## config.mk

```make
export PLATFORM = sky130hd
export DESIGN_NAME = bidir_lane_array
export DESIGN_NICKNAME = d
export VERILOG_FILES = /design/src/rtl/bidir_lane_pkg.sv /design/src/rtl/lane_shifter.sv /design/src/rtl/lane_port_steer.sv /design/src/rtl/bidir_lane_array.sv
export SDC_FILE = /design/constraint.sdc
export NUM_CORES = 1
export LEC_CHECK = 0
export BUFFER_PORTS_ARGS = -buffer_cell sky130_fd_sc_hd__buf_2
export CAP_MARGIN = 20
export CORE_MARGIN = 2
export CORE_UTILIZATION = 30
export DETAILED_ROUTE_END_ITERATION = 6
export PLACE_DENSITY = 0.55
export SYNTH_ARGS = -nofsm -noshare
export SYNTH_HDL_FRONTEND = slang
export SYNTH_SLANG_ARGS = --single-unit
```

## constraint.sdc

```tcl
create_clock -name clk -period 5.6 [get_ports clk]
set_input_delay 1.68 -clock clk [delete_from_list [all_inputs] [get_ports clk]]
set_output_delay 1.68 -clock clk [all_outputs]
set_load 0.005 [all_outputs]
```

## src/rtl/bidir_lane_pkg.sv

```systemverilog
package bidir_lane_pkg;

   typedef enum logic {
      SHIFT_UP   = 1'b0,
      SHIFT_DOWN = 1'b1
   } shift_dir_e;

endpackage

```

## src/rtl/lane_shifter.sv

```systemverilog
module lane_shifter
   import bidir_lane_pkg::*;
#(
   parameter int WIDTH = 16
) (
   input  logic             clk,
   input  logic             rst,
   input  shift_dir_e       dir,
   input  logic             up_in,
   input  logic             down_in,
   output logic [WIDTH-1:0] stages
);

   logic [WIDTH-1:0] nxt;

   always_comb begin
      if (dir == SHIFT_UP) begin
         nxt = {stages[WIDTH-2:0], up_in};
      end else begin
         nxt = {down_in, stages[WIDTH-1:1]};
      end
   end

   always_ff @(posedge clk) begin
      if (rst) begin
         stages <= '0;
      end else begin
         stages <= nxt;
      end
   end

endmodule

```

## src/rtl/lane_port_steer.sv

```systemverilog
module lane_port_steer
   import bidir_lane_pkg::*;
(
   input  logic       rst,
   input  shift_dir_e dir,
   input  logic       low_stage,
   input  logic       high_stage,
   output logic       a_out,
   output logic       a_oe,
   output logic       b_out,
   output logic       b_oe
);

   logic down;

   assign down  = (dir == SHIFT_DOWN);
   assign a_oe  = down;
   assign b_oe  = ~down;
   assign a_out = down & ~rst & low_stage;
   assign b_out = ~down & ~rst & high_stage;

endmodule

```

## src/rtl/bidir_lane_array.sv

```systemverilog
module bidir_lane_array
   import bidir_lane_pkg::*;
#(
   parameter int LANES = 6,
   parameter int WIDTH = 16,
   localparam int TOTAL = LANES * WIDTH
) (
   input  logic             clk,
   input  logic             rst,
   input  logic             dir,
   input  logic [LANES-1:0] a_in,
   input  logic [LANES-1:0] b_in,
   output logic [LANES-1:0] a_out,
   output logic [LANES-1:0] a_oe,
   output logic [LANES-1:0] b_out,
   output logic [LANES-1:0] b_oe,
   output logic [TOTAL-1:0] word
);

   if (LANES < 1) begin : g_bad_lanes
      $error("bidir_lane_array: LANES must be at least 1");
   end
   if (WIDTH < 2) begin : g_bad_width
      $error("bidir_lane_array: WIDTH must be at least 2");
   end

   shift_dir_e dir_e;
   assign dir_e = shift_dir_e'(dir);

   for (genvar n = 0; n < LANES; n++) begin : g_lane
      localparam int BASE = n * WIDTH;
      logic [WIDTH-1:0] stages;

      lane_shifter #(.WIDTH(WIDTH)) u_shift (
         .clk     (clk),
         .rst     (rst),
         .dir     (dir_e),
         .up_in   (a_in[n]),
         .down_in (b_in[n]),
         .stages  (stages)
      );

      lane_port_steer u_steer (
         .rst        (rst),
         .dir        (dir_e),
         .low_stage  (stages[0]),
         .high_stage (stages[WIDTH-1]),
         .a_out      (a_out[n]),
         .a_oe       (a_oe[n]),
         .b_out      (b_out[n]),
         .b_oe       (b_oe[n])
      );

      assign word[BASE +: WIDTH] = stages;
   end

endmodule

```

==> results of run 1 <==
stage by stage:
step	power [mW]	std cells
CTS	1.391	624
detailed placement	0.7873	608
floorplan	0.7762	361
global route	1.424	624
global placement	0.7863	608
finish	1.368	624
layout by cell type, fill, tap and decap left out:
cell type	count
dfxtp_1	96
mux2i_1	96
clkbuf_16	9
inv_1	1
bufinv_16	1
clkinv_4	2
clkbuf_1	2
buf_2	132
clkinv_2	2
and2_1	12
buf_6	1
buf_4	4
nor2_1	97
and2b_1	1
cell type report:
class	instances	area [um2]	area share (%)
Multi-Input combinational cell	206	1408	31.03
Sequential cell	96	1922	42.37
Inverter	1	3.754	0.08276
Clock inverter	5	57.56	1.269
Timing Repair Buffer	137	701.9	15.48
Clock buffer	11	232.7	5.131
Tap cell	168	210.2	4.634
power groups by stage:
stage	sequential (mW)	combinational, mW	clock (mW)
6_report	0.695	0.0751	0.598
5_1_grt	0.695	0.0825	0.646
2_1_floorplan	0.709	0.0673	0
3_5_place_dp	0.711	0.0766	0
3_3_place_gp	0.710	0.0758	0
4_1_cts	0.695	0.0766	0.619
final timing paths:
kind,from,to,slack (ns)
worst max-delay path,dir,a_out[3],1.15
worst min register to register,g_lane[0].u_shift.stages[0],g_lane[0].u_shift.stages[1],0.52
worst max register to register,g_lane[0].u_shift.stages[9],g_lane[0].u_shift.stages[8],4.90
worst min-delay path,g_lane[0].u_shift.stages[0],g_lane[0].u_shift.stages[1],0.52
cells by family (layout without fill, tap and decap cells):
kind of cell           after synthesis  after routing  share of synthesized area (%)
buffers and inverters               59            154                          11.03
flip-flops                          96             96                          51.35
AND/OR/NAND/NOR                    110            110                          11.94
multiplexers                        96             96                          25.68
layer usage:
metal / wire [um] / GRT usage, % / vias to the layer above
li1: - / - / 1319
met5: 0 / 0 / -
met3: 615 / 4.759 / 9
met2: 3633 / 18.01 / 91
met4: 120 / 5.476 / 0
met1: 4026 / 16.69 / 1235
worst register-to-register path: cells and delay by family, from the launching register on:
family	cells	cell delay [ns]
mux	1	0.16
simple gates	1	0.05
flops	1	0.34
==> summary.txt, run 1 <==
Layout
  – Post-layout util: between 30% and 40%
  – Cell area after layout: 0.004536 mm2
  – Largest regs: g_lane.u_shift.stages (96)
  – Top reg by flops: g_lane.u_shift.stages
  – Synthesis-to-finish area growth: 21.20%
  – Max FFs per register: 96
  – Share of cells above drive strength 1: about a third
  – FILL cells: around 1300
  – Final nets: 466
  – # diodes: 0

Power
  – Leak pwr: 2.384 nW
  – Sw Pwr: approximately 0.3 mW
  – Power per Cell Area: between 300 and 400 mW/mm2
  – Clock Power Share: a little over two fifths
  – Comb pwr share: 5.5%
  – VDD IR max: 131.1 uV
  – Register share of total power: between 50% and 60%
  – Internal power: approximately 1.1 mW
  – Net Sw Frac: 21.91%

Global routing
  – Vias in the first global route: around 2400
  – Global route overflow: 0
  – Global Route Usage Sum: 12.50%
  – Initial antenna violation count: 0
  – Pin count of the biggest net entering global routing: a little over 80
  – First-pass GRT wire length: ~13000 um

Worst setup path
  – Crit path max-delay cell type: and2b_1
  – Delay-heaviest family, CP: simple AND/OR/NAND/NOR gates
  – CP endpoint kind: output port
  – R2R depth: 2
  – CP bufs+invs: 2
  – Worst Path Arrival: between 2 and 3 ns
  – Max FO, Critical Path: 36
  – Critical path class: primary input to output port
  – CP required: slightly below 4 ns
  – Worst path depth: 4
  – CP Launch Type: primary input
  – Max incr delay on CP: 0.47 ns
  – Crit-path cells: buf_6 > and2b_1 > and2_1 > buf_2

Die
  – Row count: 40
  – CORE AREA: around 0.012 mm2
  – Top Ports: ~140
  – Die width: 115.7 um
  – Die H: approximately 120 um
  – Initial core utilization: ~31%
  – Die Area: 0.01338 mm2

Worst hold path
  – Hold depth: 2
  – Hold Path Class: flip-flop to flip-flop

STA
  – Final count of negative-setup-slack endpoints: 0
  – Final slew viol count: 0
  – Slew HR: 44.68%
  – Period minus WS final: between 4 and 5 ns
  – Highest Clock Rate: about 0.22 GHz
  – Final setup margin: approximately 1.1 ns
  – Setup TNS: 0 ns
  – Crit share post-route: between 70% and 80%
  – RSZ-0062 raised after global routing: false
  – Least-Margin Pin Slew: 0.8298 ns
  – Clk_skew: roughly 0.0058 ns
  – Min Hold Slack: 0.5196 ns
  – Hold Fails Final Rpt: 0

Synth
  – Cells after synthesis: about 360
  – Mapped Area: about 0.0037 mm2
  – Distinct cells, synth: 10
  – Synthesized net count: approximately 380
  – Yosys warnings: 0
  – Share of the synthesized area in the top cell type: ~51%
  – Count leader, synth: nor2_1
  – Post-synth ARST share: 0%
  – EDFF count, synth: 0
  – Syn_area_per_cell: 10.37 um2
  – List of most frequent post-synthesis cells: 97 x nor2_1, 96 x dfxtp_1, 96 x mux2i_1, 45 x buf_4, 12 x and2_1
  – Leading area contributor after synthesis: dfxtp_1
  – Synthesis-stage register bit count: 96
  – Post-synth top flop: dfxtp_1
  – Register area share after synthesis: 51.35%
  – Synth area leaders: dfxtp_1 51%, mux2i_1 26%, nor2_1 9.7%, buf_4 9.0%, and2_1 2.0%

Place
  – IO buf count: between 100 and 150
  – Placer Congestion: about 0.70
  – Post-Place Setup Slack: ~1.1 ns
  – Hpwl dp: 5912 um
  – Placed instance area: between 0.004 and 0.005 mm2

Clock network
  – Clock tree sinks: 96
  – H-tree depth: 3
  – TritonCTS clock tree: built
  – Longest Clk Path Bufs: 2
  – Worst-Skew Late Latency: 0.34 ns
  – Root buf cell: clkbuf_16
  – # hold bufs at CTS: 0
  – # Post-CTS Setup Buffers: 0
  – Clock transition at the registers of the reported paths: ~0.06 ns
  – Cts bufs inserted: 9
  – Post-cts sizing count: 0

Routing
  – Wire length per cell: 13.46 um
  – Remaining DRCs: 0
  – Vias per Instance: roughly 4.3
  – Post-DRT Antenna Nets: 0
  – Via Count: between 2000 and 3000
  – WL final: 8396 um
  – Drt initial violations: 79
  – TritonRoute pass-1 iters: 4

Status
  – Outcome: complete, no violations

Flow run
  – Max Cap Viol: 0
(Power assumes the default switching activity.)
==> run 2, diff against run 1 <==
Settings changed: ABC_AREA set to 1, PLACE_DENSITY 0.55 to 0.57.
Clock period 5.6 ns to 3.7 ns, I/O delays scaled along.
==> run 2 against run 1 <==
Effect of this change: cell area shrank 2.4%; count of clock-buffer cells in the layout grew 2; sequential power grew 51%; register-to-register slack lost 1.8 ns; routed wire length grew 8.3%; via count grew 20%; sequential cell count is the same; first-iteration DRC count grew to 2.9 times the previous value.
==> summary.txt, run 2 <==
Synth
  – Synthesis-stage register bit count: 96
  – Yosys warnings: 0
  – EDFF count, synth: 0
  – Share of the synthesized area in the top cell type: roughly 52%
  – Post-synth ARST share: 0%
  – Count leader, synth: nand2_1
  – Distinct cells, synth: 11
  – Synth area leaders: dfxtp_1 52%, nand2_1 20%, nand3_1 13%, buf_4 9.0%, inv_1 1.4%
  – List of most frequent post-synthesis cells: 193 x nand2_1, 96 x dfxtp_1, 96 x nand3_1, 44 x buf_4, 14 x inv_1
  – Mapped Area: about 0.0037 mm2
  – Register area share after synthesis: 52.21%
  – Syn_area_per_cell: ~7.7 um2
  – Cells after synthesis: 480
  – Leading area contributor after synthesis: dfxtp_1
  – Post-synth top flop: dfxtp_1
  – Synthesized net count: 495

Die
  – Top Ports: approximately 140
  – CORE AREA: between 0.01 and 0.015 mm2
  – Die width: roughly 110 um
  – Initial core utilization: 30.65%
  – Row count: 40
  – Die H: 114.8 um
  – Die Area: roughly 0.013 mm2

Routing
  – Via Count: between 3000 and 4000
  – TritonRoute pass-1 iters: 4
  – Vias per Instance: ~4.5
  – Post-DRT Antenna Nets: 0
  – Remaining DRCs: 0
  – Drt initial violations: 232
  – Wire length per cell: between 10 and 15 um
  – WL final: between 9000 and 10000 um

Worst hold path
  – Hold depth: 2
  – Min-delay src: g_lane[4].u_shift.stages[11]
  – Hold endpoint: g_lane[4].u_shift.stages[12]
  – Hold Path Class: flip-flop to flip-flop

Clock network
  – Root buf cell: clkbuf_16
  – Longest Clk Path Bufs: 2
  – # hold bufs at CTS: 0
  – TritonCTS clock tree: built
  – # Post-CTS Setup Buffers: 0
  – Post-cts sizing count: 0
  – H-tree depth: 3
  – Cts bufs inserted: 9
  – Clock transition at the registers of the reported paths: around 0.060 ns
  – Worst-Skew Late Latency: between 0.3 and 0.4 ns
  – Clock tree sinks: 96

Worst setup path
  – FF-to-FF setup slack: around 3 ns
  – CP endpoint kind: output port
  – CP Launch Type: primary input
  – Worst Path Arrival: between 1.5 and 2 ns
  – R2R depth: 2
  – CP required: 2.59 ns
  – Max FO, Critical Path: 11
  – Reg2reg start: g_lane[1].u_shift.stages[12]
  – RR Endpoint: g_lane[1].u_shift.stages[11]
  – Critical path class: primary input to output port

STA
  – Setup TNS: 0 ns
  – Crit share post-route: 82.24%
  – Final setup margin: roughly 0.66 ns
  – Highest Clock Rate: 0.3286 GHz
  – Least-Margin Pin Slew: around 0.96 ns
  – Clk_skew: roughly 0.0041 ns
  – Slew HR: 36.26%
  – Hold Fails Final Rpt: 0
  – Period minus WS final: 3.043 ns
  – Final slew viol count: 0
  – Final count of negative-setup-slack endpoints: 0
  – RSZ-0062 raised after global routing: false

Layout
  – Multi-input gate area: between 0.001 and 0.0015 mm2
  – Final nets: 577
  – Max FFs per register: 96
  – Largest regs: g_lane.u_shift.stages (96)
  – Top reg by flops: g_lane.u_shift.stages
  – Register area: 0.001922 mm2
  – Share of cells above drive strength 1: a little over a quarter
  – FILL cells: around 1300
  – Most common cell after layout, fill and taps aside: nand2_1
  – # diodes: 0
  – Most frequent cells in the layout: 193 x nand2_1, 133 x buf_2, 96 x nand3_1, 96 x dfxtp_1, 14 x inv_1
  – Final Non-Filler Cells: 714
  – Synthesis-to-finish area growth: 20.26%

Place
  – Post-Place Setup Slack: about 0.62 ns
  – IO buf count: about 130
  – DP Cell Count: around 700
  – Placer Congestion: ~0.73
  – Hpwl dp: 5786 um

Global routing
  – Global route overflow: 0
  – Global Route Usage Sum: approximately 14%
  – Initial antenna violation count: 0
  – First-pass GRT wire length: ~14000 um
  – Vias in the first global route: around 2800
  – Pin count of the biggest net entering global routing: between 90 and 100

Power
  – VDD IR max: roughly 170 uV
  – Power per Cell Area: roughly 470 mW/mm2
  – Leak pwr: between 2 and 2.5 nW

Status
  – Outcome: complete, no violations

Flow run
  – Max Cap Viol: 0
-- run 2: kinds of logic (layout without fill, tap and decap cells) --
logic type / after synthesis / after routing / synth area share, %
flops: 96 / 96 / 52.21
simple gates: 302 / 302 / 34.26
buf+inv: 82 / 169 / 13.53
-- run 2: area by class of cell --
class / count / area share, %
clock inverters: 3 / 0.9045
inverters: 15 / 1.272
flip-flops and latches: 96 / 43.41
repair buffers: 138 / 15.88
multi-input cells: 302 / 28.49
well taps: 147 / 4.155
clock buffers: 13 / 5.879
-- run 2: through the flow --
| stage | power (mW) | instance area (um2) | hold WS [ns] | utilization (%) |
|---|---|---|---|---|
| after global placement | 1.177 | 4126 | 0.4452 | 34.35 |
| after CTS | 2.130 | 4427 | 0.4644 | 36.85 |
| after global routing | 2.179 | 4427 | 0.4804 | 36.85 |
| after detailed placement | 1.178 | 4126 | 0.4565 | 34.35 |
| final | 2.093 | 4427 | 0.4629 | 36.85 |
| after floorplan | 1.160 | 3681 | 0.4388 | - |
-- run 2: power breakdown --
part	total, mW	switching (mW)	leakage, nW	internal [mW]
registers	1.05	0.00786	0.776	1.04
logic	0.102	0.0722	1.55	0.0298
clock network	0.939	0.380	0.150	0.559
-- run 2: worst max path at each step --
stage | startpoint | to | slack (ns) | cells past startpoint
floorplan | dir | b_oe[0] | 0.80 | 5
global placement | dir | a_out[1] | 0.63 | 4
detailed placement | dir | a_out[2] | 0.62 | 4
CTS | dir | a_out[2] | 0.61 | 4
global route | dir | a_out[2] | 0.57 | 4
finish | dir | a_out[2] | 0.66 | 4
-- run 2: routing by layer --
layer / share of wire [%] / global-route usage (%)
met2: 43 / 20.28
met1: 49 / 19.10
met4: 1.9 / 6.265
met3: 6.0 / 3.795
met5: 0 / 0
-- run 2: worst max-delay path, cell delays in order --
cell and delay, ns:
buf_4 0.15, nand2_1 0.32, nor2_1 0.20, buf_2 0.14
==> run 3, diff against run 2 <==
Settings changed: ABC_AREA 1 to 0, PLACE_DENSITY 0.57 to 0.55.
Clock period 3.7 ns to 3.1 ns, I/O delays scaled along.
==> run 3 against run 2 <==
Effect of this change: die area up 1.6%; largest power group unchanged; sequential power up 20%; non-clock buffer count grew 1; total power grew 20%; first-iteration DRC count shrank 53%; sequential cell count unchanged; critical path depth unchanged; critical endpoint is now a_out[5]; combinational power up 35%; clock skew rose by 0.0030 ns.
==> summary.txt, run 3 (synthesis gave the netlist of run 1 again) <==
Status
  – Outcome: complete, no violations

STA
  – Hold Fails Final Rpt: 0
  – Final slew viol count: 0
  – Clk_skew: approximately 0.007 ns
  – Final setup margin: between 0.3 and 0.4 ns
  – Crit share post-route: between 80 and 90%
  – Setup TNS: 0 ns
  – Period minus WS final: 2.707 ns
  – Min Hold Slack: between 0.5 and 0.6 ns
  – Final count of negative-setup-slack endpoints: 0
  – Highest Clock Rate: 0.3695 GHz
  – Slew HR: 36.79%
  – Least-Margin Pin Slew: between 0.9 and 1 ns
  – RSZ-0062 raised after global routing: false

Layout
  – Most frequent cells in the layout: 132 x buf_2, 97 x nor2_1, 96 x mux2i_1, 96 x dfxtp_1, 12 x and2_1
  – Synthesis-to-finish area growth: 22.03%
  – Most common cell after layout, fill and taps aside: buf_2
  – Multi-input gate area: 0.001408 mm2
  – Register area: 0.001922 mm2
  – Largest regs: g_lane.u_shift.stages (96)
  – Top reg by flops: g_lane.u_shift.stages
  – # diodes: 0
  – Final Non-Filler Cells: around 630
  – Final nets: around 470
  – Share of cells above drive strength 1: roughly a third
  – Max FFs per register: 96
  – FILL cells: between 1000 and 1500

Worst setup path
  – CP Launch Type: primary input
  – CP required: 2.17 ns
  – Crit-path cells: buf_4 > and2b_1 > and2_1 > buf_2
  – Max incr delay on CP: around 0.43 ns
  – Crit path max-delay cell type: and2b_1
  – CP endpoint kind: output port
  – Worst Path Arrival: between 1.5 and 2 ns
  – Delay-heaviest family, CP: simple AND/OR/NAND/NOR gates
  – Max FO, Critical Path: 6
  – Critical path class: primary input to output port
  – CP bufs+invs: 2

Place
  – Post-Place Setup Slack: roughly 0.34 ns
  – Hpwl dp: slightly below 6000 um
  – DP Cell Count: 610
  – Placer Congestion: between 0.7 and 0.8
  – IO buf count: about 130

Die
  – Die Area: 0.01338 mm2
  – Die width: 115.7 um
  – Top Ports: 135
  – CORE AREA: approximately 0.012 mm2
  – Die H: 115.7 um
  – Initial core utilization: between 30% and 40%
  – Row count: 40

Global routing
  – Pin count of the biggest net entering global routing: 97
  – First-pass GRT wire length: 12880 um
  – Global route overflow: 0
  – Initial antenna violation count: 0
  – Global Route Usage Sum: about an eighth
  – Vias in the first global route: 2425

Clock network
  – TritonCTS clock tree: built
  – H-tree depth: 3
  – # hold bufs at CTS: 0
  – Clock tree sinks: between 90 and 100
  – Worst-Skew Late Latency: between 0.3 and 0.4 ns
  – Longest Clk Path Bufs: 2
  – # Post-CTS Setup Buffers: 0
  – Post-cts sizing count: 0
  – Root buf cell: clkbuf_16
  – Clock transition at the registers of the reported paths: ~0.07 ns
  – Cts bufs inserted: 9

Routing
  – Vias per Instance: 4.227
  – Via Count: about 2600
  – Wire length per cell: roughly 13 um
  – Remaining DRCs: 0
  – TritonRoute pass-1 iters: 4
  – Post-DRT Antenna Nets: 0
  – Drt initial violations: 109
  – WL final: roughly 8400 um

Power
  – Leak pwr: 2.398 nW
  – Power per Cell Area: about 550 mW/mm2
  – Final Total Pwr: around 2.5 mW
  – VDD IR max: between 200 and 300 uV

Worst hold path
  – Hold Path Class: flip-flop to flip-flop

Flow run
  – Max Cap Viol: 0
-- run 3: changes by cell type in the layout (fill, tap and decap cells not counted), moves of 2 or more --
cell / change
and2_1: +12
clkinv_2: -2
inv_1: -13
inv_6: +2
mux2i_1: +96
nand2_1: -193
nand3_1: -96
nor2_1: +85
-- run 3: cell type report --
| type | instances | share of cell area, % |
|---|---|---|
| tap | 168 | 4.603 |
| timing repair buffer | 139 | 15.70 |
| inverter | 1 | 0.08219 |
| multi-input combinational | 206 | 30.82 |
| clock buffer | 11 | 5.315 |
| clock inverter | 5 | 1.397 |
| sequential | 96 | 42.08 |
-- run 3: final timing paths --
check	start	end	slack (ns)	cells after the start
worst max-delay path	rst	a_out[5]	0.39	4
worst min-delay path	g_lane[2].u_shift.stages[0]	g_lane[2].u_shift.stages[1]	0.52	2
worst max register to register	g_lane[1].u_shift.stages[2]	g_lane[1].u_shift.stages[1]	2.42	2
worst min register to register	g_lane[2].u_shift.stages[0]	g_lane[2].u_shift.stages[1]	0.52	2
-- run 3: per-layer routing --
layer | share of wire, % | vias to the layer above | GRT usage (%) | wire [um]
met1 | 47 | 1219 | 16.23 | 3972
met2 | 43 | 94 | 18.71 | 3608
met4 | 1.4 | 0 | 6.190 | 117
li1 | - | 1324 | - | -
met3 | 8.1 | 9 | 4.864 | 682
met5 | 0 | - | 0 | 0
-- run 3: worst reg2reg max path: cells and delay by family, from the launching register on --
kind / cells / cell delay, ns
flip-flops: 1 / 0.33
multiplexers: 1 / 0.14
AND/OR/NAND/NOR: 1 / 0.06
-- run 3: power breakdown --
part / internal (mW) / switching (mW)
combinational: 0.0610 / 0.0775
sequential: 1.25 / 0.00971
clock: 0.654 / 0.472
total: 1.96 / 0.559
-- run 3: through the flow --
stage / area (um2) / util [%]
CTS: 4567 / 37.71
detailed placement: 4260 / 35.18
finish: 4567 / 37.71
global placement: 4260 / 35.18
global route: 4567 / 37.71
floorplan: 3742 / -
